### config.mk
export PLATFORM = sky130hd
export DESIGN_NAME = pwm3_ctrig
export DESIGN_NICKNAME = d
export VERILOG_FILES = /design/src/rtl/pwm3_pkg.sv /design/src/rtl/pwm3_timebase.sv /design/src/rtl/pwm3_duty_calc.sv /design/src/rtl/pwm3_phase.sv /design/src/rtl/pwm3_ctrig.sv
export SDC_FILE = /design/constraint.sdc
export NUM_CORES = 1
export LEC_CHECK = 0
export ABC_CLOCK_PERIOD_IN_PS = 9500
export BUFFER_PORTS_ARGS = -buffer_cell sky130_fd_sc_hd__buf_2
export CAP_MARGIN = 30
export CORE_AREA = 2 2 172 174
export DETAILED_ROUTE_END_ITERATION = 12
export DIE_AREA = 0 0 174 176
export PLACE_DENSITY = 0.65
export SLEW_MARGIN = 25
export SYNTH_ARGS = -nofsm -noshare
export SYNTH_HDL_FRONTEND = slang
export SYNTH_SLANG_ARGS = --single-unit
### constraint.sdc
create_clock -name clk -period 9.5 [get_ports clk]
set_clock_uncertainty 0.15 [all_clocks]
set_input_delay 1.425 -clock clk [delete_from_list [all_inputs] [get_ports clk]]
set_output_delay 1.425 -clock clk [all_outputs]
set_load 0.05 [all_outputs]
### src/rtl/pwm3_pkg.sv
package pwm3_pkg;
    localparam int NUM_PH = 3;

    typedef enum logic [0:0] {
        ST_IDLE = 1'b0,
        ST_RUN  = 1'b1
    } pwm3_state_e;
endpackage

### src/rtl/pwm3_timebase.sv
module pwm3_timebase #(
    parameter int CNT_W   = 16,
    parameter int MIN_MOD = 8
) (
    input  logic             clk,
    input  logic             rst_n,
    input  logic [CNT_W-1:0] period_i,
    output logic             load_o,
    output logic             run_o,
    output logic [CNT_W-1:0] cnt_o,
    output logic [CNT_W-1:0] mod_o,
    output logic             cycle_start_o,
    output logic             sample_trig_o
);
    import pwm3_pkg::*;

    localparam logic [CNT_W-1:0] MIN_MOD_V = CNT_W'(MIN_MOD);
    localparam logic [CNT_W-1:0] ONE_V     = CNT_W'(1);

    pwm3_state_e      state_q, state_d;
    logic [CNT_W-1:0] cnt_q;
    logic [CNT_W-1:0] mod_q;
    logic             mod_ok;
    logic             wrap;
    logic             load;

    assign mod_ok = (period_i >= MIN_MOD_V);
    assign wrap   = (cnt_q == (mod_q - ONE_V));

    // next-state and load decision
    always_comb begin
        state_d = state_q;
        load    = 1'b0;
        unique case (state_q)
            ST_IDLE: begin
                if (mod_ok) begin
                    state_d = ST_RUN;   // start
                    load    = 1'b1;
                end
            end
            ST_RUN: begin
                if (wrap) begin
                    if (mod_ok) begin
                        state_d = ST_RUN;   // wrap
                        load    = 1'b1;
                    end else begin
                        state_d = ST_IDLE;  // stop
                    end
                end
            end
        endcase
    end

    // state register
    always_ff @(posedge clk or negedge rst_n) begin
        if (!rst_n) begin
            state_q <= ST_IDLE;
        end else begin
            state_q <= state_d;
        end
    end

    // counter and shadow modulus
    always_ff @(posedge clk or negedge rst_n) begin
        if (!rst_n) begin
            cnt_q <= '0;
            mod_q <= '0;
        end else begin
            if (load) begin
                cnt_q <= '0;
                mod_q <= period_i;
            end else if (state_q == ST_RUN && !wrap) begin
                cnt_q <= cnt_q + ONE_V;
            end else begin
                cnt_q <= '0;
            end
        end
    end

    // outputs
    always_comb begin
        run_o         = 1'b0;
        cycle_start_o = 1'b0;
        sample_trig_o = 1'b0;
        unique case (state_q)
            ST_IDLE: begin
                run_o = 1'b0;
            end
            ST_RUN: begin
                run_o         = 1'b1;
                cycle_start_o = (cnt_q == '0);
                sample_trig_o = (cnt_q == (mod_q >> 1));
            end
        endcase
    end

    assign load_o = load;
    assign cnt_o  = cnt_q;
    assign mod_o  = mod_q;
endmodule

### src/rtl/pwm3_duty_calc.sv
module pwm3_duty_calc #(
    parameter int CNT_W     = 16,
    parameter int OFS_W     = 16,
    parameter int MARGIN_SH = 5
) (
    input  logic [CNT_W-1:0] period_i,
    input  logic [OFS_W-1:0] ofs_i,
    output logic [CNT_W-1:0] cmp_o
);
    localparam int SUM_W = ((CNT_W > OFS_W) ? CNT_W : OFS_W) + 2;

    logic signed [SUM_W-1:0] half_s;
    logic signed [SUM_W-1:0] mod_s;
    logic signed [SUM_W-1:0] ofs_s;
    logic signed [SUM_W-1:0] sum_s;
    logic [CNT_W-1:0]        sat_v;
    logic [CNT_W-1:0]        lo_v;
    logic [CNT_W-1:0]        hi_v;

    always_comb begin
        half_s = $signed({{(SUM_W-CNT_W){1'b0}}, (period_i >> 1)});
        mod_s  = $signed({{(SUM_W-CNT_W){1'b0}}, period_i});
        ofs_s  = $signed({{(SUM_W-OFS_W){ofs_i[OFS_W-1]}}, ofs_i});
        sum_s  = half_s + ofs_s;

        // saturate to 0 .. modulus
        if (sum_s < 0) begin
            sat_v = '0;
        end else if (sum_s > mod_s) begin
            sat_v = period_i;
        end else begin
            sat_v = sum_s[CNT_W-1:0];
        end

        // clamp away from both extremes
        lo_v = period_i >> MARGIN_SH;
        hi_v = period_i - lo_v;
        if (sat_v < lo_v) begin
            cmp_o = lo_v;
        end else if (sat_v > hi_v) begin
            cmp_o = hi_v;
        end else begin
            cmp_o = sat_v;
        end
    end
endmodule

### src/rtl/pwm3_phase.sv
module pwm3_phase #(
    parameter int CNT_W = 16
) (
    input  logic             clk,
    input  logic             rst_n,
    input  logic             load_i,
    input  logic             run_i,
    input  logic [CNT_W-1:0] cnt_i,
    input  logic [CNT_W-1:0] cmp_next_i,
    output logic [CNT_W-1:0] cmp_o,
    output logic             pwm_o
);
    logic [CNT_W-1:0] cmp_q;

    always_ff @(posedge clk or negedge rst_n) begin
        if (!rst_n) begin
            cmp_q <= '0;
        end else if (load_i) begin
            cmp_q <= cmp_next_i;
        end
    end

    assign pwm_o = run_i && (cnt_i < cmp_q);
    assign cmp_o = cmp_q;
endmodule

### src/rtl/pwm3_ctrig.sv
module pwm3_ctrig #(
    parameter int CNT_W     = 16,
    parameter int OFS_W     = 16,
    parameter int MIN_MOD   = 8,
    parameter int MARGIN_SH = 5
) (
    input  logic             clk,
    input  logic             rst_n,
    input  logic [CNT_W-1:0] period_i,
    input  logic [OFS_W-1:0] ofs_a_i,
    input  logic [OFS_W-1:0] ofs_b_i,
    input  logic [OFS_W-1:0] ofs_c_i,
    output logic             pwm_a_o,
    output logic             pwm_b_o,
    output logic             pwm_c_o,
    output logic             cycle_start_o,
    output logic             sample_trig_o
);
    import pwm3_pkg::*;

    logic                              load;
    logic                              run;
    logic [CNT_W-1:0]                  cnt;
    logic [CNT_W-1:0]                  mod_q;
    logic [NUM_PH-1:0][OFS_W-1:0]      ofs_vec;
    logic [NUM_PH-1:0][CNT_W-1:0]      cmp_next;
    logic [NUM_PH-1:0][CNT_W-1:0]      cmp_q;
    logic [NUM_PH-1:0]                 pwm;

    assign ofs_vec = {ofs_c_i, ofs_b_i, ofs_a_i};

    pwm3_timebase #(
        .CNT_W   (CNT_W),
        .MIN_MOD (MIN_MOD)
    ) u_tbase (
        .clk           (clk),
        .rst_n         (rst_n),
        .period_i      (period_i),
        .load_o        (load),
        .run_o         (run),
        .cnt_o         (cnt),
        .mod_o         (mod_q),
        .cycle_start_o (cycle_start_o),
        .sample_trig_o (sample_trig_o)
    );

    for (genvar p = 0; p < NUM_PH; p++) begin : g_ph
        pwm3_duty_calc #(
            .CNT_W     (CNT_W),
            .OFS_W     (OFS_W),
            .MARGIN_SH (MARGIN_SH)
        ) u_calc (
            .period_i (period_i),
            .ofs_i    (ofs_vec[p]),
            .cmp_o    (cmp_next[p])
        );

        pwm3_phase #(
            .CNT_W (CNT_W)
        ) u_phase (
            .clk        (clk),
            .rst_n      (rst_n),
            .load_i     (load),
            .run_i      (run),
            .cnt_i      (cnt),
            .cmp_next_i (cmp_next[p]),
            .cmp_o      (cmp_q[p]),
            .pwm_o      (pwm[p])
        );
    end

    assign pwm_a_o = pwm[0];
    assign pwm_b_o = pwm[1];
    assign pwm_c_o = pwm[2];
endmodule

## Word level (Yosys, flattened, before mapping)

Cells that the tools add are included.

| word-level totals | value |
|---|---|
| output and inout port bits | 5 |
| flip-flop bits (word level) | 81 |
| input port bits | 66 |
| logic and storage cells | 59 |

| cells by class | value |
|---|---|
| bitwise gates (word level) | 1 |
| add/subtract/negate cells | 6 |
| reductions and logical operators | 6 |
| multiplexer cells | 22 |
| equal/unequal tests | 2 |
| order comparisons | 16 |

Operator list:

| operator | number |
|---|---|
| $mux 16 | 14 |
| $add 16x16->17 | 3 |
| $gt 17x17->1 | 3 |
| $lt 17x1->1 const B | 3 |
| $gt 16x16->1 | 3 |
| $lt 16x11->1 | 3 |
| $lt 16x16->1 | 3 |
| $add 16x1->16 const B | 1 |
| $eq 16x15->1 | 1 |
| $eq 16x16->1 | 1 |
| $ge 16x4->1 const B | 1 |
| $logic_not 16->1 | 1 |
| $sub 16x1->16 const B | 1 |
| $sub 16x11->16 | 1 |
| $pmux 1 s2 | 3 |
| $mux 1 | 5 |
| $logic_and 1x1->1 | 4 |
| $logic_not 1->1 | 1 |
| $not 1->1 | 1 |

## Longest topological paths before layout

Gate-level depths: netlist (run 1).

| depth | value |
|---|---|
| word-level depth | 7 |
| depth in mapped cells | 30 |
| mapped depth without buffers | 27 |

## Hierarchy

A second synthesis (run 1) with hierarchy kept.

| second synthesis, totals | value |
|---|---|
| cell total of the unflattened synthesis | 1783 |
| area, all modules | 14108.5 um^2 |

By module, submodules not included:

| module | area each (um^2) | instances | cells an instance | sequential area each (um^2) |
|---|---|---|---|---|
| pwm3_duty_calc (g_ph[1].u_calc) | 3007.9 | 1 | 395 | 0.0 |
| pwm3_duty_calc (g_ph[2].u_calc) | 2997.9 | 1 | 417 | 0.0 |
| pwm3_duty_calc (g_ph[0].u_calc) | 2926.6 | 1 | 397 | 0.0 |
| pwm3_phase | 933.4 | 3 | 102 | 400.4 |
| pwm3_timebase | 2376.0 | 1 | 268 | 825.8 |

## Worst setup path after synthesis (run 1)

OpenSTA, ideal clock, no wires.

| timing path | value |
|---|---|
| kind | input -> register |
| start | input port period_i[2] |
| end | register g_ph[2].u_phase.cmp_q[0] |
| data required time | 9246 ps |
| stages on the path | 28 |
| library setup time | 104 ps |
| path slack | 2133 ps |
| arrival time | 7113 ps |
| path buffers | 4 |
| cells stage by stage | inv_1 -> fa_1 -> nand2b_1 -> a21o_1 -> a311oi_1 -> o211a_1 -> o21ai_0 -> and2_1 -> ha_1 -> or3_1 -> a221oi_2 -> and3_1 -> clkbuf_1 -> nor2_1 -> clkbuf_1 -> nand2_1 -> a21oi_1 -> ha_1 -> a21o_1 -> a21o_1 -> a211o_1 -> a2111oi_0 -> o31a_1 -> or2_2 -> clkbuf_1 -> clkbuf_1 -> a31oi_1 -> o311ai_1 |

| on the way | value |
|---|---|
| word-level cells in the longest chain between the ends | 7 |
| elaborated cells on any way between the ends | 14 |
| classes of those cells | add/sub (2); order compare (5); mux (7) |

Ends and longest elaborated chain:

| what | RTL line | text |
|---|---|---|
| from (decl) | pwm3_ctrig.sv:9 | `input logic [CNT_W-1:0] period_i,` |
| $add 16x16->17 | pwm3_duty_calc.sv:24 | `sum_s = half_s + ofs_s;` |
| $gt 17x17->1 | pwm3_duty_calc.sv:29 | `end else if (sum_s > mod_s) begin` |
| $mux 16 | pwm3_duty_calc.sv:29 |  |
| $mux 16 | pwm3_duty_calc.sv:27 | `if (sum_s < 0) begin` |
| $gt 16x16->1 | pwm3_duty_calc.sv:40 | `end else if (sat_v > hi_v) begin` |
| $mux 16 | pwm3_duty_calc.sv:40 |  |
| $mux 16 | pwm3_duty_calc.sv:38 | `if (sat_v < lo_v) begin` |
| to (signal assigned) | pwm3_phase.sv:19 | `cmp_q <= cmp_next_i;` |
| to (decl) | pwm3_phase.sv:13 | `logic [CNT_W-1:0] cmp_q;` |

Several ways; a longest one is shown, not always the timed one.
A chain may end at the register's enable or synchronous reset.

## Worst setup path in the final report (run 1)

| timing path | value |
|---|---|
| start | input port period_i[2] |
| end | register g_ph[2].u_phase.cmp_q[9] |

Same word-level chain as after synthesis.

==> impl_results.md, run 1 <==
- Result of the run: completed
- Number of instances on the worst hold path: 2
- Library cell contributing the largest single delay on the critical path: a211oi_1
- HPWL after DPL: 35000 microns
- Last weighted congestion value of the routability-driven placer: 1.03
- Setup TNS Final: 0 ps
- Root Driver: clkbuf_16
- Area of the mapped netlist: 12700 sq um
- Leakage power: 0.00644 uW
- Unrepaired setup endpoints after global routing: false
- Min setup slack post-route: 1260 ps
- Most instantiated flip-flop cell in the synthesis netlist: dfrtp_1
- Width of the chip: 174 microns
- Initial DRC count: 1075
- Longest Clk Path Bufs: 2
- Height of the die: 176 microns
- Depth of the most critical reg-to-reg path: 11
- Number of antenna violations at the first check in global routing: 1
- Met3 usage: 3.14%
- Met1 usage in global routing: 38.1%
- Maximum VDD drop: 0.104 mV
- Proportion of register bits with asynchronous set or reset after synthesis: 100%
- Syn Area/Cell: 7.93 sq um
- Maximum number of pins on one net before global-route repair: 46
- Final Cycle Share: 86.8%
- Area of placed instances: 13500 sq um
- Clock period minus worst slack: 8240 ps
- Fillers: 2898
- Busiest metal layer after global routing: met2
- Post-synthesis sequential element count: 81
- R2r endpoint: g_ph[1].u_phase.cmp_o[14]
- Net count of the mapped netlist: 1907
- Routing usage on met2: 45.9%
- Final non-filler cell area: 13800 sq um
- Setup slack at placement: 1100 ps
- CP Data Required Time: 9580 ps
- Proportion of netlist area held by the largest area contributor: 22.6%
- Cells along the critical path: buf_2 -> inv_1 -> fa_1 -> nand2b_1 -> a21o_1 -> a311oi_1 -> o21ai_0 -> and2_1 -> ha_1 -> nand4_1 -> a311o_1 -> and3_1 -> nor2_1 -> nor2_1 -> a211oi_1 -> ha_1 -> nand4_1 -> nor2_1 -> a211o_1 -> a2111oi_0 -> o31a_1 -> or2_2 -> a21oi_1 -> o311ai_1
- Number of setup violations in the final report: 0
- Most common cell in the synthesized netlist: ha_1
- Clock edge transition at the registers on the reported setup and hold paths: 60 ps
- Core footprint: 28500 sq um
- Clk Latency, worst-skew pair: 340 ps
- Total global routing overflow: 0
- Global Route Usage Sum: 28.5%
- Portion of the post-synthesis area used by sequential elements: 15.9%
- Power Density: 185 nW/um^2
- Share of post-route cells with drive strength above 1: 9.04%
- Number of ports placed on the die boundary: 71
- Total detailed-routing wirelength: 44400 microns
- Cell taking the most area after synthesis: ha_1
- Least-Margin Pin Slew: 1080 ps
- Synth Warn #: 0
- Register-to-register setup slack: 5280 ps
- First-pass GRT wire length: 67700 microns
- Yosys cell types: 85
- Effective utilization at floorplan: 44.7%
- Count of endpoints failing hold in the final timing report: 0
- Deepest level of the CTS H-tree: 3
- Mean number of vias per cell: 6.21
- Maximum capacitance violations: 0
- First-pass detailed-route iteration total: 6
- Number of resized instances in the post-cts repair step: 0
- Num CTS Buffers: 9
- Crit Path Category: input pin to register
- CTS tree: yes
- Site Rows: 62
- Sort of element at the start of the critical path: input pin
- Number of enable flip-flop cells after synthesis: 0
- Worst hold start: g_ph[2].u_phase.cmp_o[5]
- Post-route ant nets: 0
- Layout overhead on the synthesized area: 8.15%
- Number of setup buffers added after CTS: 0
- Post-DR wirelength/cell: 21.8 microns
- Worst-case hold path end point: g_ph[2].u_phase.cmp_o[5]
- Routed vias: 12617
- Critical path arrival: 8320 ps
- Vias in the first global route: 11783
- Area of the multi-input gates: 10000 sq um
- Count of mapped cells out of synthesis: 1607
- Number of diodes: 0
- Reg2reg start: u_tbase.mod_o[2]
- Critical path fanouts, max: 24
- Largest stage delay, worst path: 680 ps
- Post-layout nets: 1943
- Worst hold path type: register to register
- Endpoint class of the critical path: register
- Number of hold buffers added after CTS: 0
- Maximum clock rate: 0.121 GHz
- CTS Sinks: 81
- Post-synth top cells: ha_1, nor2_1, a21oi_1
- Register area: 2030 sq um
- Port-buffer cells: 70
- Total Die Area: 30600 sq um
- Leading post-synthesis cells by cell area: ha_1, dfrtp_1, xnor2_1
- Dominant cell type by count on the critical path: nor2_1
- Final slew viol count: 0
- Residual DRC count: 0
- Normalized max-slew margin: 27.8%
## worst max path at each step
stage | startpoint | endpoint | slack [ps]
global route | period_i[2] | g_ph[2].u_phase.cmp_o[6] | 860
global placement | period_i[2] | g_ph[2].u_phase.cmp_o[6] | 1150
CTS | period_i[2] | g_ph[1].u_phase.cmp_o[14] | 1430
detailed placement | period_i[2] | g_ph[1].u_phase.cmp_o[9] | 1100
finish | period_i[2] | g_ph[2].u_phase.cmp_o[9] | 1260
floorplan | period_i[2] | g_ph[2].u_phase.cmp_o[0] | 2130
## through the flow
step,hold slack (ps),total power (uW),std cells,utilization [%]
after detailed placement,326,2160,2015,47.2
after floorplan,299,1710,1607,-
final,333,2560,2032,48.3
after CTS,339,2530,2031,48.3
after global routing,371,2770,2032,48.3
after global placement,318,2120,2014,47.1
## logic make-up after synthesis
| kind of cell | count (synthesis) | share of synthesized area [%] |
|---|---|---|
| buf+inv | 178 | 5.73 |
| xor+xnor | 91 | 6.25 |
| compound gates | 476 | 25.8 |
| mux | 37 | 2.95 |
| flops | 81 | 15.9 |
| simple gates | 510 | 20.2 |
| fa+ha+maj | 234 | 23.2 |
## sequential cells by signal, summed over array words and instances (netlist names)
register and count:
u_tbase.cnt_o 16, u_tbase.mod_o 16, g_ph.u_phase.cmp_o 48, u_tbase.state_q 1
## metal layers
layer | up-vias | part of all wire [%]
li1 | 6058 | -
met1 | 5906 | 44
met2 | 536 | 44
met4 | 0 | 5.1
met5 | - | 0
met3 | 117 | 6.7
## cell usage in the layout, fill, tap and decap left out, types with 6 or more instances in the layout
cell type | Yosys | routed
o22ai_1 | 23 | 23
buf_2 | 14 | 69
a211o_1 | 6 | 6
a211oi_1 | 23 | 23
a21oi_1 | 118 | 116
nor4_1 | 13 | 12
ha_1 | 230 | 230
xnor2_1 | 70 | 70
o221ai_1 | 6 | 6
or4_1 | 10 | 10
or2_2 | 5 | 6
o311ai_1 | 12 | 12
xor2_1 | 21 | 21
o311a_1 | 10 | 10
inv_1 | 110 | 110
buf_4 | 4 | 22
a21o_1 | 59 | 59
o31ai_1 | 9 | 8
a2111oi_0 | 10 | 10
nand2b_1 | 13 | 13
dfrtp_1 | 81 | 81
nor2b_1 | 17 | 17
mux2i_1 | 32 | 32
o211ai_1 | 22 | 22
o21bai_1 | 13 | 13
nor2_1 | 133 | 132
o31a_1 | 6 | 6
o21ai_0 | 72 | 72
or3_1 | 10 | 10
o311ai_2 | 7 | 7
o21a_1 | 19 | 19
a31oi_1 | 8 | 8
clkbuf_16 | 0 | 9
and2_1 | 31 | 31
nand2_1 | 110 | 110
nor3_1 | 37 | 37
nand3_1 | 65 | 65
nand4_1 | 31 | 31
and3_1 | 8 | 8
## power by group
| part | total (uW) | internal (uW) | switching [uW] |
|---|---|---|---|
| clock | 361 | 214 | 147 |
| sequential | 548 | 455 | 93.4 |
| combinational | 1650 | 667 | 980 |
## layout make-up
class                   count  share of cell area [%]
flip-flops and latches     81                    14.7
multi-input cells        1348                    72.6
clock inverters             6                   0.535
clock buffers              10                    1.73
well taps                 384                    3.48
inverters                 110                    2.99
repair buffers             93                    3.93
## critical path: cells and delay by family
family | cells | cell delay, ps
compound gates | 10 | 3290
fa+ha+maj | 3 | 1170
buf+inv | 2 | 480
simple gates | 9 | 1930
No activity file was read; power rests on OpenSTA's default activity.
==> run 2: changes to the inputs <==
ABC_CLOCK_PERIOD_IN_PS = 7200   (was 9500)
PLACE_DENSITY = 0.67   (was 0.65)
clock period = 7.2 ns   (was 9.5 ns; I/O delays follow)
==> run 2 against run 1 <==
Compared with the run above: critical endpoint is now g_ph[1].u_phase.cmp_o[2]; global-route usage grew 0.49 points; first-iteration DRC count grew 17%; setup slack lost 1000 ps; power grew 42%; worst hold slack lost 4.3 ps; design area grew 7.8%; die area is the same; critical path depth grew 6; critical path type unchanged; final cell count grew 6.3%.
==> impl_results.md, run 2 (synthesized netlist as in run 1, its figures left out) <==
- Result of the run: completed
- Count of endpoints failing hold in the final timing report: 0
- Mean number of vias per cell: 6.07
- Part of the total power dissipated in the clock network: 13.8%
- Effective utilization at floorplan: 44.7%
- Crit Path Category: input pin to register
- Initial DRC count: 1263
- Setup slack at placement: -145 ps
- Least-Margin Pin Slew: 983 ps
- Clock edge transition at the registers on the reported setup and hold paths: 60 ps
- Flip-flop count of the largest register, all copies and words added: 48
- Number of setup violations in the final report: 0
- Worst hold start: g_ph[1].u_phase.cmp_o[15]
- Maximum number of pins on one net before global-route repair: 76
- Critical path fanouts, max: 9
- Routed vias: 13119
- Worst-case hold path end point: g_ph[1].u_phase.cmp_o[15]
- CTS tree: yes
- Global Route Usage Sum: 29.0%
- Reg2reg start: u_tbase.mod_o[2]
- Root Driver: clkbuf_16
- Commonest non-fill, non-tap cell in the layout: ha_1
- Height of the die: 176 microns
- Dpl cells: 2141
- Clock period minus worst slack: 6940 ps
- Post-route ant nets: 0
- Depth of the most critical reg-to-reg path: 11
- Number of instances on the worst hold path: 2
- Layout overhead on the synthesized area: 16.6%
- First-pass GRT wire length: 69600 microns
- Min setup slack post-route: 260 ps
- Share of total power consumed by net switching: 45.1%
- Number of hold buffers added after CTS: 0
- Deepest level of the CTS H-tree: 3
- Longest Clk Path Bufs: 2
- CTS Sinks: 81
- Site Rows: 62
- Final slew viol count: 0
- Dominant cell type by count on the critical path: buf_4
- Sort of element at the start of the critical path: input pin
- Maximum clock rate: 0.144 GHz
- Share of post-route cells with drive strength above 1: 16.2%
- Worst hold slack across all endpoints: 328 ps
- Clk Latency, worst-skew pair: 340 ps
- Total Die Area: 30600 sq um
- Core Util, Final: 52.1%
- Unrepaired setup endpoints after global routing: true
- First-pass detailed-route iteration total: 7
- Comb power frac: 66.1%
- Most frequent cells in the layout: ha_1, buf_4, nor2_1, a21oi_1
- Normalized max-slew margin: 33.8%
- Total detailed-routing wirelength: 44900 microns
- Maximum capacitance violations: 0
- Total global routing overflow: 0
- Post-DR wirelength/cell: 20.8 microns
- Register-to-register setup slack: 3310 ps
- Part of the power in registers: 20.1%
- Library cell contributing the largest single delay on the critical path: a211oi_1
- Critical path arrival: 7010 ps
- Maximum VDD drop: 0.129 mV
- Endpoint class of the critical path: register
- Power Density: 245 nW/um^2
- Worst hold path type: register to register
- Final Cycle Share: 96.4%
- Last weighted congestion value of the routability-driven placer: 1.02
- Number of antenna violations at the first check in global routing: 2
- Number of ports placed on the die boundary: 71
- R2r endpoint: g_ph[2].u_phase.cmp_o[15]
- Residual DRC count: 0
- Largest stage delay, worst path: 390 ps
- CP Data Required Time: 7270 ps
- Switching power of the nets: 1640 uW
- Overall power consumption: 3630 uW
- Post-layout nets: 2070
- Port-buffer cells: 70
- Non-filler instance count after layout: 2161
- Width of the chip: 174 microns
- Vias in the first global route: 12501
- Leakage power: 0.00708 uW
- Internal cell power: 2000 uW
- Num CTS Buffers: 9
- Core footprint: 28500 sq um
- HPWL after DPL: 35900 microns
run 2: cell count changes in the layout (fill, tap and decap cells not counted), sizes merged:
| cell | change |
|---|---|
| inv | -1 |
| diode | +2 |
| bufinv | +1 |
| clkinv | +1 |
| nor2 | +1 |
| buf | +126 |
| clkinvlp | -1 |
run 2: area by class of cell:
type                            instances  area [sq um]
Fill cell                            2816         13700
Multi-Input combinational cell       1349         10100
Sequential cell                        81          2030
Timing Repair Buffer                  219          1500
Tap cell                              384           480
Inverter                              110           413
Clock buffer                           10           239
Clock inverter                          6          90.1
Antenna cell                            2          5.00
run 2: how the worst max path moves through the flow:
stage / cells after the start / slack [ps] / startpoint / end
2_1_floorplan: 28 / 180 / period_i[2] / g_ph[2].u_phase.cmp_o[0]
3_3_place_gp: 28 / -60 / period_i[1] / g_ph[2].u_phase.cmp_o[10]
3_5_place_dp: 28 / -150 / period_i[1] / g_ph[2].u_phase.cmp_o[3]
4_1_cts: 28 / 200 / period_i[1] / g_ph[2].u_phase.cmp_o[3]
5_1_grt: 29 / -10 / period_i[1] / g_ph[0].u_phase.cmp_o[2]
6_report: 30 / 260 / period_i[1] / g_ph[1].u_phase.cmp_o[2]
run 2: metal layers:
metal | global-route usage (%) | vias up | part of all wire (%)
met3 | 3.06 | 130 | 7.5
met2 | 46.2 | 575 | 43
met4 | 14.3 | 0 | 5.4
met1 | 39.2 | 6088 | 44
li1 | - | 6326 | -
met5 | 0 | - | 0
run 2: worst max-delay path: cells and delay by family:
family	cells	cell delay [ps]
AOI/OAI and AO/OA	13	2770
buffers and inverters	7	1080
adders and majority gates	4	960
and+or+nand+nor	5	840
muxes	1	240
run 2: timing repair:
action,CTS,global route
buffers inserted,0,1
resized for setup,0,19
endpoints found under the hold margin,0,0
setup endpoints to repair,0,40
run 2: per-stage QoR:
step                setup TNS [ps]  area [sq um]
floorplan                        0         12700
CTS                              0         14700
finish                           0         14900
detailed placement           -1830         14400
global placement              -310         14400
global route                 -9.83         14900
run 2: power by group through the flow:
stage               Sequential [uW]  Clock (uW)  Combinational [uW]
floorplan                       662           0                1600
global placement                733           0                2260
detailed placement              739           0                2320
CTS                             729         505                2330
global route                    749         524                2670
finish                          731         501                2400
